==> src/rtl/dma_irq_pkg.sv <==
package dma_irq_pkg;
  typedef enum int {
    SRC_XFER_END = 0,
    SRC_SRC_WRAP = 1,
    SRC_DST_WRAP = 2
  } src_kind_e;

  localparam int SRC_COUNT = 3;

  // bit positions inside a channel register, relative to the source count
  function automatic int ie_bit(input int nsrc);
    return nsrc;
  endfunction

  function automatic int flag_bit(input int nsrc);
    return nsrc + 1;
  endfunction
endpackage

==> src/rtl/dma_irq_chan.sv <==
module dma_irq_chan
  import dma_irq_pkg::*;
#(
  parameter int NSRC = SRC_COUNT,
  parameter int SW   = (NSRC > 1) ? $clog2(NSRC) : 1,
  localparam int DW  = NSRC + 2
) (
  input  logic            clk,
  input  logic            rst,
  input  logic            wr_sel,
  input  logic [DW-1:0]   wr_data,
  input  logic [NSRC-1:0] evt,
  input  logic            reload,
  output logic [NSRC-1:0] en_q,
  output logic            ie_q,
  output logic            flag_q,
  output logic [SW-1:0]   last_q,
  output logic            flag_d,
  output logic            ie_d,
  output logic [SW-1:0]   last_d
);
  localparam int IEB = ie_bit(NSRC);
  localparam int FLB = flag_bit(NSRC);

  logic [NSRC-1:0] hit;
  logic            clr;
  logic [NSRC-1:0] en_d;

  assign hit = evt & en_q;

  always_comb begin
    clr    = reload | (wr_sel & ~wr_data[FLB]);
    en_d   = wr_sel ? wr_data[NSRC-1:0] : en_q;
    ie_d   = wr_sel ? wr_data[IEB] : ie_q;
    if (|hit)
      flag_d = 1'b1;
    else if (clr)
      flag_d = 1'b0;
    else
      flag_d = flag_q;
    last_d = last_q;
    for (int s = NSRC - 1; s >= 0; s--) begin
      if (hit[s]) last_d = SW'(s);
    end
  end

  always_ff @(posedge clk) begin
    if (rst) begin
      en_q   <= '0;
      ie_q   <= 1'b0;
      flag_q <= 1'b0;
      last_q <= '0;
    end else begin
      en_q   <= en_d;
      ie_q   <= ie_d;
      flag_q <= flag_d;
      last_q <= last_d;
    end
  end


  enabled_evt_sets_chk: assert property (@(posedge clk) disable iff (rst)
    (|(evt & en_q)) |=> flag_q);


  no_spurious_set_chk: assert property (@(posedge clk) disable iff (rst)
    (!flag_q && !(|(evt & en_q))) |=> !flag_q);


  reload_clears_chk: assert property (@(posedge clk) disable iff (rst)
    (reload && !(|(evt & en_q))) |=> !flag_q);


  write_one_keeps_chk: assert property (@(posedge clk) disable iff (rst)
    (wr_sel && wr_data[FLB] && !reload && !(|(evt & en_q))) |=> $stable(flag_q));


  ie_write_chk: assert property (@(posedge clk) disable iff (rst)
    wr_sel |=> (ie_q == $past(wr_data[IEB])));
endmodule

==> src/rtl/dma_irq_prio.sv <==
module dma_irq_prio #(
  parameter int NCH  = 2,
  parameter int NSRC = 3,
  parameter int SW   = 2,
  parameter int PW   = 3
) (
  input  logic [NCH-1:0] act,
  input  logic [SW-1:0]  last [NCH],
  output logic [PW-1:0]  idx
);
  always_comb begin
    idx = '0;
    for (int c = NCH - 1; c >= 0; c--) begin
      if (act[c]) idx = PW'(c * NSRC + int'(last[c]) + 1);
    end
  end
endmodule

==> src/rtl/dma_irq_flags.sv <==
module dma_irq_flags
  import dma_irq_pkg::*;
#(
  parameter int NCH  = 2,
  parameter int NSRC = SRC_COUNT,
  localparam int AW  = (NCH > 1) ? $clog2(NCH) : 1,
  localparam int DW  = NSRC + 2,
  localparam int SW  = (NSRC > 1) ? $clog2(NSRC) : 1,
  localparam int PW  = $clog2(NCH * NSRC + 1)
) (
  input  logic                 clk,
  input  logic                 rst,
  input  logic [NCH*NSRC-1:0]  evt_i,
  input  logic [NCH-1:0]       reload_i,
  input  logic                 wr_en_i,
  input  logic [AW-1:0]        wr_addr_i,
  input  logic [DW-1:0]        wr_data_i,
  input  logic [AW-1:0]        rd_addr_i,
  output logic [DW-1:0]        rd_data_o,
  output logic [NCH-1:0]       irq_o,
  output logic [PW-1:0]        pend_o
);
  logic [NSRC-1:0] en_q   [NCH];
  logic [SW-1:0]   last_q [NCH];
  logic [SW-1:0]   last_d [NCH];
  logic [NCH-1:0]  ie_q, ie_d, flag_q, flag_d;
  logic [PW-1:0]   pend_d;

  for (genvar c = 0; c < NCH; c++) begin : g_ch
    logic wr_sel;
    assign wr_sel = wr_en_i && (int'(wr_addr_i) == c);

    dma_irq_chan #(.NSRC(NSRC), .SW(SW)) i_chan (
      .clk     (clk),
      .rst     (rst),
      .wr_sel  (wr_sel),
      .wr_data (wr_data_i),
      .evt     (evt_i[c*NSRC +: NSRC]),
      .reload  (reload_i[c]),
      .en_q    (en_q[c]),
      .ie_q    (ie_q[c]),
      .flag_q  (flag_q[c]),
      .last_q  (last_q[c]),
      .flag_d  (flag_d[c]),
      .ie_d    (ie_d[c]),
      .last_d  (last_d[c])
    );
  end

  dma_irq_prio #(.NCH(NCH), .NSRC(NSRC), .SW(SW), .PW(PW)) i_prio (
    .act  (flag_d & ie_d),
    .last (last_d),
    .idx  (pend_d)
  );

  always_ff @(posedge clk) begin
    if (rst) begin
      irq_o     <= '0;
      pend_o    <= '0;
      rd_data_o <= '0;
    end else begin
      irq_o  <= flag_d & ie_d;
      pend_o <= pend_d;
      if (int'(rd_addr_i) < NCH)
        rd_data_o <= {flag_q[rd_addr_i], ie_q[rd_addr_i], en_q[rd_addr_i]};
      else
        rd_data_o <= '0;
    end
  end


  irq_gate_chk: assert property (@(posedge clk) disable iff (rst)
    irq_o == (flag_q & ie_q));


  pend_zero_chk: assert property (@(posedge clk) disable iff (rst)
    (pend_o == '0) == (irq_o == '0));


  pend_range_chk: assert property (@(posedge clk) disable iff (rst)
    int'(pend_o) <= NCH * NSRC);
endmodule

==> config.mk <==
export PLATFORM = sky130hd
export DESIGN_NAME = dma_irq_flags
export DESIGN_NICKNAME = d
export VERILOG_FILES = /design/src/rtl/dma_irq_pkg.sv /design/src/rtl/dma_irq_chan.sv /design/src/rtl/dma_irq_prio.sv /design/src/rtl/dma_irq_flags.sv
export SDC_FILE = /design/constraint.sdc
export NUM_CORES = 1
export LEC_CHECK = 0
export BUFFER_PORTS_ARGS = -buffer_cell sky130_fd_sc_hd__buf_2
export CORE_MARGIN = 3
export CORE_UTILIZATION = 48
export CTS_CLUSTER_DIAMETER = 60
export CTS_CLUSTER_SIZE = 16
export DETAILED_ROUTE_END_ITERATION = 10
export GPL_TIMING_DRIVEN = 0
export HOLD_SLACK_MARGIN = 0.02
export PLACE_DENSITY = 0.75
export RECOVER_POWER = 25
export SETUP_SLACK_MARGIN = 0.4
export SLEW_MARGIN = 20
export SYNTH_ARGS = -nofsm -noshare
export SYNTH_HDL_FRONTEND = slang
export SYNTH_SLANG_ARGS = --single-unit
==> constraint.sdc <==
create_clock -name clk -period 1.6 [get_ports clk]
set_input_delay 0.32 -clock clk [delete_from_list [all_inputs] [get_ports clk]]
set_output_delay 0.32 -clock clk [all_outputs]
set_load 0.01 [all_outputs]
* Word-level counts from Yosys, hierarchy flattened *
Cells that the tools add are included.

operators by class
  $add $sub $neg = 3
  order comparisons = 2
  muxes and demuxes = 21
  bitwise operators = 10
  reductions and logical operators = 4

operators with widths
  cell                                                 number
  two-way mux 3 bit                                    5
  two-way mux 2 bit                                    6
  two-way mux 1 bit                                    10
  bitwise AND 3 bit                                    2
  OR reduction 3 bit                                   2
  adder 2 x 1 -> 3 bit (second input constant)         1
  adder 2 x 2 -> 3 bit (first input constant)          1
  adder 3 x 2 -> 3 bit (second input constant)         1
  bitwise AND 1 bit                                    2
  bitwise AND 2 bit                                    1
  >= comparator 2 bit (second input constant)          1
  logical AND 1 bit                                    2
  < comparator 1 x 2 -> 1 bit (second input constant)  1
  inverter 1 bit                                       2
  inverter 1 -> 2 bit                                  1
  bitwise OR 1 bit                                     2

word-level totals
  flip-flop bits (word level) = 24
  input bits = 18
  output and inout port bits = 10
  logic and storage cells = 51

* Depth between registers and ports, before layout *
Gate-level depths: netlist of run 1.

  depth in word-level cells = 9
  mapped depth = 6
  depth with buffers taken out = 6

* Cells and area by module *
Synthesis of run 1 repeated with hierarchy kept, for this count alone.

unflattened totals
  cell total of the unflattened synthesis = 94
  area, all modules = 1001.0 um^2

by module, submodules not included
  module         times used  cells each  area an instance (um^2)  seq. area each (um^2)
  dma_irq_chan   2           28          302.8                    140.1
  dma_irq_flags  1           31          341.6                    200.2
  dma_irq_prio   1           7           53.8                     0.0

* Worst setup path before layout of run 1 *
OpenSTA, ideal clock, no wires.

  kind = input -> register
  from = input wr_addr_i
  to = register pend_o[0]
  library setup time = 0.059 ns
  arrival = 1.276 ns
  required time = 1.541 ns
  path slack = 0.265 ns
  stages on the path = 5
  buffers on the path = 1
  path through = nand2b_1 -> buf_6 -> mux2_4 -> a211oi_2 -> a22o_1

between the ends
  cells in the longest elaborated chain, start to end = 8
  elaborated cells between the ends (all ways) = 16
  those cells by class = mux: 8; bitwise: 6; reduce/logical: 2

ends and longest elaborated chain
  element                                                        RTL line                                 text
  start: declaration                                             dma_irq_flags.sv:16                      input logic [AW-1:0] wr_addr_i,
  logical AND 1 bit / inverter 1 bit (equally long branches)     dma_irq_flags.sv:31                      assign wr_sel = wr_en_i && (int'(wr_addr_i) == c);
  bitwise AND 1 bit / logical AND 1 bit (equally long branches)  dma_irq_chan.sv:32, dma_irq_flags.sv:31
  bitwise OR 1 bit / bitwise AND 1 bit (equally long branches)   dma_irq_chan.sv:32                       clr = reload | (wr_sel & ~wr_data[FLB]);
  two-way mux 1 bit / bitwise OR 1 bit (equally long branches)   dma_irq_chan.sv:37, dma_irq_chan.sv:32
  two-way mux 1 bit, on equally long branches                    dma_irq_chan.sv:35, dma_irq_chan.sv:37
  bitwise AND 2 bit (*)                                          dma_irq_flags.sv:51                      .act (flag_d & ie_d),
  two-way mux 3 bit / bitwise AND 2 bit (equally long branches)  dma_irq_prio.sv:14, dma_irq_flags.sv:51
  two-way mux 3 bit (*)                                          dma_irq_prio.sv:14                       if (act[c]) idx = PW'(c * NSRC + int'(last[c]) + 1);
  end signal: assignment                                         dma_irq_flags.sv:63                      pend_o <= pend_d;
  end: declaration                                               dma_irq_flags.sv:21                      output logic [PW-1:0] pend_o

Mark *: on every way between the ends. The rest lies on a longest branch, timed or not.
A chain may end at the register's enable or synchronous reset.

* Worst setup path in the final report of run 1 *
  from = register g_ch[0].i_chan.en_q[2]
  to = register pend_o[1]

between the ends
  cells in the longest elaborated chain, start to end = 6
  elaborated cells between the ends (all ways) = 9
  those cells by class = add/sub: 1; mux: 5; bitwise: 2; reduce/logical: 1

ends and longest elaborated chain
  element                             RTL line            text
  start: declaration                  dma_irq_chan.sv:14  output logic [NSRC-1:0] en_q,
  start signal: assignment            dma_irq_chan.sv:54  en_q <= en_d;
  bitwise AND 3 bit                   dma_irq_chan.sv:29  assign hit = evt & en_q;
  two-way mux 2 bit (3 in a row)      dma_irq_chan.sv:43  if (hit[s]) last_d = SW'(s);
  named net g_ch[0].i_chan.last_d[0]  dma_irq_chan.sv:20  output logic [SW-1:0] last_d
  adder 2 x 1 -> 3 bit                dma_irq_prio.sv:14
  two-way mux 3 bit                   dma_irq_prio.sv:14

The timed path passes the listed nets, and every way through them passes these cells.

==> results by group, run 1 <==
Clock tree
  • # H-tree levels: 1
  • Clock sink total: 24
  • Reg clk slew, reported paths: approximately 0.12 ns
  • Hold_buf cts: 0
  • CTS root buf: clkbuf_4
  • Worst-Skew Late Latency: about 0.32 ns
  • Total CTS buffers: 3
  • Worst-case clock buffer depth: 2
  • CTS tree: yes

STA
  • # setup viols final: 0
  • Setup TNS: 0 ns
  • RSZ-0062 raised after global routing: true
  • Minimum clock period: approximately 1.4 ns
  • Final Hold Viols: 0
  • Slew HR: 0.670
  • Worst slew pin tran: roughly 0.5 ns
  • Clk_skew: about 0.0047 ns
  • Fin crit share: 0.851
  • Final Max Tran Viols: 0
  • Fmax: between 0.7 and 0.8 GHz

Global routing
  • Congestion Overflow GR: 0
  • Initial antenna violation count: 0
  • Largest net degree at the start of global routing: 14
  • Global Route Usage Sum: 0.194
  • Vias in the first global route: 781
  • First-pass GRT wire length: between 3000 and 4000 um

Cells and area
  • Antenna Cells: 0
  • Layout cell share with drive strength beyond 1: 0.372
  • Post-route insts no fill: about 150
  • Final Cell Area: 1210 um^2
  • Layout Nets: 149
  • Area Overhead vs Synth: 29.5%
  • Filler Cell Count: ~160

Synthesis
  • Cell variety after synth: 24
  • Mapped Cells: 95
  • Post-synthesis sequential area ratio: 0.515
  • YS warnings: 0
  • Synth Cell Area: between 900 and 1000 um^2
  • Post-synth EDFFs: 0
  • Number of synthesized register bits: 24
  • Syn nets: approximately 110
  • Mean Syn Cell Area: between 9 and 10 um^2
  • Synth Flop Type: dfxtp_1
  • Async SR Flop Fraction: 0

Die
  • Die Width: between 50 and 60 um
  • Placeable Area: ~1800 um^2
  • Die Height: around 50 um
  • Starting density of the core: 0.524
  • Cell Rows: 15
  • Die area: about 2500 um^2
  • I/O pin count: 28

Critical path
  • CP Max Fanout: 2
  • Worst path cell trace: nand2_2, a22oi_2, a21o_1, inv_1, ha_1, a22o_1
  • Critical path required time: 1.83 ns
  • Max incr delay on CP: between 0.3 and 0.4 ns
  • CP startpoint kind: flip-flop
  • Critical path type: flip-flop to flip-flop
  • Arrival time at the worst endpoint: 1.59 ns
  • CP max stage cell: dfxtp_1
  • Worst setup EP type: flip-flop

Placement
  • Placed insts: 146
  • Quantity of I/O buffers inserted on ports: 26
  • Post-DP HPWL: around 1600 um
  • Routability cong.: 0.792
  • DP Area: 1100 um^2

Drt
  • DRC violations left: 0
  • Drt initial violations: 11
  • Via count: 820
  • TritonRoute pass-1 iters: 4
  • DRT Wirelength: between 2000 and 2500 um
  • WL/cell: between 10 and 15 um
  • ANT nets after route: 0
  • DR vias/cell: ~5.3

Power
  • Pwr dens: around 910 nW/um^2
  • Max IR drop VDD: between 0.7 and 0.8 mV
  • Leak pwr: ~0.58 nW

Status
  • Status: finished clean

Min path
  • Worst hold-check path type: primary input to flip-flop

Run
  • Max Cap Viol: 0
-- metal layers --
| metal | up-vias | share of wire | GRT usage |
|---|---|---|---|
| li1 | 401 | - | - |
| met1 | 395 | 0.40 | 0.201 |
| met2 | 19 | 0.54 | 0.350 |
| met3 | 5 | 0.040 | 0.0634 |
| met4 | 0 | 0.017 | 0.0829 |
| met5 | - | 0 | 0 |
-- critical path, delay by kind of cell, from the launching register on --
family / cells / cell delay, ns
fa+ha+maj: 1 / 0.27
flops: 1 / 0.39
simple gates: 1 / 0.09
compound gates: 3 / 0.46
buf+inv: 1 / 0.05
-- cell families after synthesis --
kind of cell / share of synthesized area
compound gates: 0.137
fa+ha+maj: 0.0134
buf+inv: 0.0402
flops: 0.515
mux: 0.123
simple gates: 0.172
-- power by group --
part	leakage, nW	internal (mW)	switching [mW]
clock network	0.0210	0.139	0.175
logic	0.365	0.0699	0.0794
registers	0.196	0.620	0.0133
total	0.582	0.829	0.267
-- cell usage after synthesis (all sizes together) (2+ instances only) --
| library cell | count | area, um^2 |
|---|---|---|
| inv | 4 | 15.0 |
| nand3 | 3 | 15.0 |
| buf | 3 | 18.8 |
| nor2b | 2 | 12.5 |
| a22o | 3 | 26.3 |
| nand2 | 10 | 37.5 |
| nor3 | 2 | 15.0 |
| nor3b | 2 | 15.0 |
| mux2i | 10 | 100 |
| nor2 | 13 | 48.8 |
| o311a | 2 | 20.0 |
| a21oi | 6 | 30.0 |
| a22oi | 3 | 22.5 |
| dfxtp | 24 | 480 |
-- cells in the final DEF, fill, tap and decap left out, types with 2 or more instances in the layout --
| cell | instances |
|---|---|
| dfxtp_2 | 2 |
| nand3_1 | 3 |
| nor2_1 | 13 |
| clkbuf_4 | 3 |
| mux2i_1 | 10 |
| buf_4 | 4 |
| o311a_1 | 2 |
| a21oi_1 | 5 |
| buf_1 | 2 |
| inv_1 | 4 |
| nor3b_1 | 2 |
| dfxtp_1 | 22 |
| nand2_1 | 9 |
| a22oi_2 | 2 |
| buf_2 | 26 |
| a22o_1 | 3 |
-- layout make-up --
type	instances	area, um^2	area share
Sequential cell	24	483	0.400
Multi-Input combinational cell	63	460	0.381
Timing Repair Buffer	30	160	0.133
Clock buffer	4	36.3	0.0300
Tap cell	25	31.3	0.0259
Buffer	4	22.5	0.0186
Inverter	4	15.0	0.0124
-- timing repair --
| item | 4_1_cts | 5_1_grt |
|---|---|---|
| pin swaps | 7 | 3 |
| setup endpoints to repair | 3 | 3 |
| buffers inserted | 4 | 0 |
| gates resized for setup | 11 | 0 |
-- registers in the layout (all words and copies together) (netlist names) --
name / cells
g_ch.i_chan.en_q: 6
rd_data_o: 5
g_ch.i_chan.last_q: 4
pend_o: 3
g_ch.i_chan.flag_q: 2
g_ch.i_chan.ie_q: 2
irq_o: 2
-- through the flow --
stage	util	worst slack, ns	hold WS (ns)	power [mW]
floorplan	-	0.321	0.434	0.722
global placement	0.619	0.0594	0.455	0.769
detailed placement	0.619	0.0192	0.451	0.775
CTS	0.679	0.271	0.241	1.10
global route	0.678	0.177	0.244	1.15
finish	0.678	0.238	0.240	1.10
-- worst paths after layout --
check,start,to,slack (ns),depth (start not counted)
worst max-delay path,g_ch[0].i_chan.en_q[2]$_SDFFE_PP0N_,pend_o[1]$_SDFF_PP0_,0.24,6
worst min-delay path,wr_data_i[2],g_ch[0].i_chan.en_q[2]$_SDFFE_PP0N_,0.24,3
worst max register to register,g_ch[0].i_chan.en_q[2]$_SDFFE_PP0N_,pend_o[1]$_SDFF_PP0_,0.24,6
worst min register to register,g_ch[1].i_chan.last_q[0]$_SDFF_PP0_,g_ch[1].i_chan.last_q[0]$_SDFF_PP0_,0.48,2
Note: power is estimated with default switching activity, not from simulation.
==> run 2, diff against run 1 <==
--- a/config.mk
+++ b/config.mk
@@ -13,6 +13,7 @@
 export DETAILED_ROUTE_END_ITERATION = 10
 export GPL_TIMING_DRIVEN = 0
 export HOLD_SLACK_MARGIN = 0.02
+export MAX_ROUTING_LAYER = met4
 export PLACE_DENSITY = 0.75
 export RECOVER_POWER = 25
 export SETUP_SLACK_MARGIN = 0.4
==> run 2 against run 1 <==
Core utilization stayed put. Global-route usage is 0.59 points higher. First-iteration DRC count stayed put. Clock skew hardly changed. Clock power hardly changed. Worst hold slack hardly changed. Die area stayed put. Final cell count stayed put. Fmax hardly changed. Combinational power hardly changed. Register-to-register slack hardly changed. Critical path type unchanged. Largest cell class unchanged. Largest power group unchanged.
==> results by group, run 2 (synthesis results as in run 1) <==
Critical path
  • Cells on worst reg2reg path: 6 (unchanged)
  • CP startpoint kind: flip-flop
  • Launch point of the worst reg-to-reg path: g_ch[0].i_chan.en_q[2]$_SDFFE_PP0N_
  • Family with the most delay on the worst path: compound AO/OA/AOI/OAI gates
  • Arrival time at the worst endpoint: 1.59 ns (about the same)
  • Critical path buffers and inverters: 1 (unchanged)
  • Worst path cell trace: nand2_2, a22oi_2, a21o_1, inv_1, ha_1, a22o_1
  • Max incr delay on CP: 0.39 ns (about the same)
  • CP max stage cell: dfxtp_1
  • Worst flop-to-flop path endpoint: pend_o[1]$_SDFF_PP0_
  • Critical path type: flip-flop to flip-flop
  • Critical path required time: 1.83 ns (about the same)
  • Flop-to-flop setup slack: 0.24 ns (about the same)
  • CP Max Fanout: 2 (unchanged)
  • Worst setup EP type: flip-flop

STA
  • Setup TNS: 0 ns (unchanged)
  • Clk_skew: 0.00472 ns (+0.0000250 ns)
  • Minimum clock period: 1.36 ns (-0.000472 ns)
  • Worst slew pin tran: 0.496 ns (+0.000316 ns)
  • Final Max Tran Viols: 0 (unchanged)
  • Slew HR: 0.670 (about the same)
  • # setup viols final: 0 (unchanged)
  • Final worst slack: 0.238 ns (+0.000472 ns)
  • RSZ-0062 raised after global routing: true
  • Fin crit share: 0.851 (about the same)
  • Final Hold Viols: 0 (unchanged)
  • Fmax: 0.734 GHz (about the same)

Drt
  • ANT nets after route: 0 (unchanged)
  • DR vias/cell: 5.34 (+0.37%)
  • TritonRoute pass-1 iters: 4 (unchanged)
  • DRT Wirelength: 2180 um (-0.50%)
  • Drt initial violations: 11 (unchanged)
  • WL/cell: 14.2 um (-0.50%)
  • Via count: 823 (+0.37%)
  • DRC violations left: 0 (unchanged)

Cells and area
  • Area Overhead vs Synth: 29.5% (unchanged)
  • Final Cell Area: 1210 um^2 (unchanged)
  • Top flop regs: g_ch.i_chan.en_q: 6 flops, rd_data_o: 5 flops, g_ch.i_chan.last_q: 4 flops
  • Max FFs per register: 6 (unchanged)
  • Final core occ: 0.678 (unchanged)
  • Most flop-heavy register: g_ch.i_chan.en_q
  • Most frequent cells in the layout: buf_2 (26), dfxtp_1 (22), nor2_1 (13)
  • Most common cell after layout, fill and taps aside: buf_2
  • Layout cell share with drive strength beyond 1: 0.372 (unchanged)
  • Layout Nets: 149 (unchanged)
  • Antenna Cells: 0 (unchanged)

Min path
  • Worst hold-check path type: primary input to flip-flop
  • Hold_sp: wr_data_i[2]
  • Hold Path Cell Cnt: 3 (unchanged)
  • Worst min-delay path endpoint: g_ch[0].i_chan.en_q[2]$_SDFFE_PP0N_

Die
  • Starting density of the core: 0.524 (unchanged)
  • Die Height: 50.1 um (unchanged)
  • Die Width: 50.1 um (unchanged)
  • Die area: 2510 um^2 (unchanged)
  • I/O pin count: 28 (unchanged)
  • Cell Rows: 15 (unchanged)
  • Placeable Area: 1780 um^2 (unchanged)

Global routing
  • Largest net degree at the start of global routing: 14 (unchanged)
  • First-pass GRT wire length: 3460 um (+0.20%)
  • Vias in the first global route: 779 (-0.26%)
  • Congestion Overflow GR: 0 (unchanged)
  • Initial antenna violation count: 0 (unchanged)
  • Global Route Usage Sum: 0.200 (+0.00593)

Power
  • Pwr dens: 907 nW/um^2 (about the same)
  • Total power: 1.10 mW (about the same)
  • Max IR drop VDD: 0.764 mV (about the same)
  • Leak pwr: 0.582 nW (about the same)

Clock tree
  • Worst-case clock buffer depth: 2 (unchanged)
  • # H-tree levels: 1 (unchanged)
  • CTS root buf: clkbuf_4
  • CTS tree: yes
  • Reg clk slew, reported paths: 0.12 ns (about the same)
  • Hold_buf cts: 0 (unchanged)
  • Worst-Skew Late Latency: 0.32 ns (about the same)
  • Clock sink total: 24 (unchanged)
  • Total CTS buffers: 3 (unchanged)

Status
  • Status: finished clean

Placement
  • Routability cong.: 0.804 (+1.4%)
  • Post-DP HPWL: 1560 um (unchanged)
  • Pre-CTS setup slack: 0.0192 ns (unchanged)
  • DP Area: 1100 um^2 (unchanged)
  • Quantity of I/O buffers inserted on ports: 26 (unchanged)

Run
  • Max Cap Viol: 0 (unchanged)
-- run 2: cell counts in the layout (fill, tap and decap cells not counted) --
No cell type changed its count.
-- run 2: timing repair --
| item | CTS | global route |
|---|---|---|
| endpoints found under the setup margin | 3 | 3 |
| hold endpoints to repair | 0 | 0 |
| setup buffers | 4 | 0 |
| pin swaps | 7 | 2 |
| gates resized for setup | 11 | 0 |
| gates cloned | 0 | 0 |
-- run 2: power breakdown --
part | switching [mW] | internal (mW) | total [mW]
logic | 0.0793 | 0.0699 | 0.149
clock network | 0.174 | 0.139 | 0.314
registers | 0.0133 | 0.620 | 0.633
total | 0.267 | 0.829 | 1.10
-- run 2: routing by layer --
| layer | global-route usage | wire [um] |
|---|---|---|
| met5 | - | 0 |
| met3 | 0.0634 | 96 |
| met4 | 0.0829 | 40 |
| met1 | 0.203 | 859 |
| met2 | 0.350 | 1190 |
-- run 2: worst min-delay path, stage by stage --
cell,delay (ns)
buf_2,0.09
mux2i_1,0.05
nor2_1,0.07
-- run 2: worst max path at each step --
stage	startpoint	end	slack, ns	depth (start not counted)
finish	g_ch[0].i_chan.en_q[2]$_SDFFE_PP0N_	pend_o[1]$_SDFF_PP0_	0.24	6
global route	g_ch[0].i_chan.en_q[2]$_SDFFE_PP0N_	pend_o[1]$_SDFF_PP0_	0.18	6
CTS	g_ch[0].i_chan.en_q[2]$_SDFFE_PP0N_	pend_o[1]$_SDFF_PP0_	0.27	6
detailed placement	evt_i[0]	pend_o[2]$_SDFF_PP0_	0.02	5
global placement	wr_addr_i	pend_o[2]$_SDFF_PP0_	0.06	6
floorplan	wr_addr_i	pend_o[1]$_SDFF_PP0_	0.32	5
-- run 2: layout make-up --
type / count / area [um^2]
sequential: 24 / 483
buffer: 4 / 22.5
fill: 164 / 574
inverter: 4 / 15.0
tap: 25 / 31.3
clock buffer: 4 / 36.3
timing repair buffer: 30 / 160
multi-input combinational: 63 / 460
-- run 2: per-stage QoR --
| step | cells | hold WS (ns) |
|---|---|---|
| finish | 154 | 0.240 |
| global route | 154 | 0.241 |
| CTS | 154 | 0.241 |
| detailed placement | 146 | 0.451 |
| global placement | 146 | 0.455 |
| floorplan | 95 | 0.434 |
==> run 3, diff against run 2 <==
--- a/config.mk
+++ b/config.mk
@@ -7,16 +7,16 @@
 export LEC_CHECK = 0
 export BUFFER_PORTS_ARGS = -buffer_cell sky130_fd_sc_hd__buf_2
 export CORE_MARGIN = 3
-export CORE_UTILIZATION = 48
+export CORE_UTILIZATION = 44
 export CTS_CLUSTER_DIAMETER = 60
 export CTS_CLUSTER_SIZE = 16
 export DETAILED_ROUTE_END_ITERATION = 10
 export GPL_TIMING_DRIVEN = 0
 export HOLD_SLACK_MARGIN = 0.02
 export MAX_ROUTING_LAYER = met4
-export PLACE_DENSITY = 0.75
+export PLACE_DENSITY = 0.73
 export RECOVER_POWER = 25
-export SETUP_SLACK_MARGIN = 0.4
+export SETUP_SLACK_MARGIN = 0.1
 export SLEW_MARGIN = 20
 export SYNTH_ARGS = -nofsm -noshare
 export SYNTH_HDL_FRONTEND = slang
==> constraint.sdc (replaced) <==
create_clock -name clk -period 1.2 [get_ports clk]
set_input_delay 0.24 -clock clk [delete_from_list [all_inputs] [get_ports clk]]
set_output_delay 0.24 -clock clk [all_outputs]
set_load 0.01 [all_outputs]
==> run 3 against run 2 <==
The run now ends with setup timing left. Flip-flop and latch count unchanged. Worst setup slack worse by 0.33 ns. Routed wire length down 7.8%. Critical path type unchanged. Highest routed layer unchanged.
==> results by group, run 3 (synthesis results as in run 1) <==
Status
  • Status: finished with violations
  • Failing checks: setup timing

STA
  • Final Max Tran Viols: 0 (unchanged)
  • Minimum clock period: 1.29 ns (-0.0686 ns)
  • Final worst slack: -0.0931 ns (-0.331 ns)
  • Clk_skew: 0.00268 ns (-0.00204 ns)
  • Hold slack final: 0.176 ns (-0.0634 ns)
  • Worst slew pin tran: 0.512 ns (+0.0164 ns)
  • Slew HR: 0.659 (-0.0109)
  • RSZ-0062 raised after global routing: true
  • Final Hold Viols: 0 (unchanged)
  • Fin crit share: 1.08 (+0.226)
  • Fmax: 0.773 GHz (+5.3%)
  • # setup viols final: 3 (+3)
  • Setup TNS: -0.215 ns (-0.215 ns)

Placement
  • Pre-CTS setup slack: -0.317 ns (-0.337 ns)
  • Placed insts: 148 (+1.4%)
  • DP Area: 1110 um^2 (+0.45%)
  • Post-DP HPWL: 1500 um (-3.7%)
  • Quantity of I/O buffers inserted on ports: 26 (unchanged)
  • Routability cong.: 0.791 (-1.6%)

Cells and area
  • Final core occ: 0.607 (-0.0712)
  • Post-route insts no fill: 157 (+1.9%)
  • Most common cell after layout, fill and taps aside: buf_2
  • Most flop-heavy register: g_ch.i_chan.en_q
  • Final Cell Area: 1200 um^2 (-0.52%)
  • Layout Nets: 151 (+1.3%)
  • FF+latch area: 485 um^2 (+0.52%)
  • Most frequent cells in the layout: buf_2 (26), dfxtp_1 (20), nor2_1 (13)
  • Top flop regs: g_ch.i_chan.en_q: 6 flops, rd_data_o: 5 flops, g_ch.i_chan.last_q: 4 flops
  • Layout cell share with drive strength beyond 1: 0.392 (+0.0202)
  • Area Overhead vs Synth: 28.8%
  • Filler Cell Count: 169 (+3.0%)
  • Multi-input logic area: 448 um^2 (-2.7%)
  • Max FFs per register: 6 (unchanged)
  • Antenna Cells: 0 (unchanged)

Global routing
  • Congestion Overflow GR: 0 (unchanged)
  • Met1 Usage GRT: 0.234 (+0.0313)
  • Largest net degree at the start of global routing: 13 (-1)
  • Vias in the first global route: 740 (-5.0%)
  • Grt peak-use layer: met2
  • Global Route Usage Sum: 0.178 (-0.0223)
  • Met2 usage: 0.264 (-0.0864)
  • First-pass GRT wire length: 3400 um (-1.8%)
  • Met3 usage: 0.0258 (-0.0377)
  • Initial antenna violation count: 0 (unchanged)

Clock tree
  • Worst-case clock buffer depth: 2 (unchanged)
  • Hold_buf cts: 0 (unchanged)
  • Total CTS buffers: 3 (unchanged)
  • CTS tree: yes
  • Clock sink total: 24 (unchanged)
  • CTS root buf: clkbuf_4
  • # H-tree levels: 1 (unchanged)
  • Reg clk slew, reported paths: 0.12 ns (about the same)
  • Worst-Skew Late Latency: 0.31 ns (about the same)

Power
  • Max IR drop VDD: 0.533 mV (-30%)
  • Total power: 1.39 mW (+27%)
  • Leak pwr: 0.577 nW (-0.88%)
  • Pwr dens: 1160 nW/um^2 (+27%)

Drt
  • DRC violations left: 0 (unchanged)
  • Via count: 789 (-4.1%)
  • DRT Wirelength: 2010 um (-7.8%)
  • ANT nets after route: 0 (unchanged)
  • TritonRoute pass-1 iters: 4 (unchanged)
  • WL/cell: 12.8 um (-9.5%)
  • DR vias/cell: 5.03 (-6.0%)
  • Drt initial violations: 10 (-1)

Critical path
  • Worst setup EP type: flip-flop
  • CP startpoint kind: flip-flop
  • Arrival time at the worst endpoint: 1.51 ns (-0.08 ns)
  • CP Max Fanout: 3 (+1)
  • Critical path type: flip-flop to flip-flop
  • Cells on worst reg2reg path: 4 (-2)
  • Critical path required time: 1.42 ns (-0.41 ns)

Die
  • I/O pin count: 28 (unchanged)
  • Placeable Area: 1980 um^2 (+11%)
  • Die area: 2710 um^2 (+8.0%)
  • Starting density of the core: 0.471 (-0.0525)
  • Die Height: 52.1 um (+3.9%)
  • Die Width: 52.1 um (+3.9%)
  • Cell Rows: 16 (+1)

Min path
  • Worst hold-check path type: primary input to flip-flop
  • Hold Path Cell Cnt: 3 (unchanged)

Run
  • Max Cap Viol: 0 (unchanged)
run 3: changes by cell type in the layout (fill, tap and decap cells not counted):
| cell | before | now |
|---|---|---|
| o311ai_1 | 0 | 1 |
| buf_1 | 2 | 1 |
| clkbuf_1 | 1 | 2 |
| dfxtp_1 | 22 | 20 |
| nor2b_4 | 1 | 0 |
| nor2b_2 | 0 | 1 |
| clkbuf_8 | 1 | 0 |
| buf_4 | 4 | 6 |
| dfxtp_2 | 2 | 4 |
| inv_1 | 4 | 3 |
| inv_2 | 0 | 1 |
| o311ai_2 | 1 | 0 |
run 3: worst max-delay path: stages (launching register included):
cell and delay [ns]:
dfxtp_2 0.34, a22oi_2 0.23, nor2b_2 0.19, ha_1 0.24
a22o_1 0.20
run 3: layout make-up:
type                    instances  area share
plain buffers                   4      0.0187
clock buffers                   3      0.0187
inverters                       4      0.0125
multi-input cells              63       0.373
flip-flops and latches         24       0.404
well taps                      27      0.0281
repair buffers                 32       0.146
run 3: per-layer routing:
layer | wire (um) | part of all wire
met3 | 78 | 0.039
met5 | 0 | 0
met2 | 899 | 0.45
met4 | 40 | 0.020
met1 | 994 | 0.49
run 3: worst paths after layout:
check / from / to / slack, ns
max: g_ch[0].i_chan.en_q[0]$_SDFFE_PP0N_ / pend_o[1]$_SDFF_PP0_ / -0.09
min: wr_data_i[2] / g_ch[1].i_chan.en_q[2]$_SDFFE_PP0N_ / 0.18
max reg2reg: g_ch[0].i_chan.en_q[0]$_SDFFE_PP0N_ / pend_o[1]$_SDFF_PP0_ / -0.09
min reg2reg: g_ch[1].i_chan.last_q[0]$_SDFF_PP0_ / g_ch[1].i_chan.last_q[0]$_SDFF_PP0_ / 0.49
run 3: what timing repair did:
| action | CTS | global route |
|---|---|---|
| setup buffers | 5 | 1 |
| setup endpoints to repair | 4 | 4 |
| resized for setup | 8 | 3 |
| pin swaps | 4 | 5 |
run 3: report_power, final:
part | leakage (nW) | internal (mW) | switching, mW | total [mW]
combinational | 0.367 | 0.0945 | 0.102 | 0.196
clock | 0.0138 | 0.118 | 0.230 | 0.347
sequential | 0.197 | 0.828 | 0.0182 | 0.846
total | 0.577 | 1.04 | 0.350 | 1.39
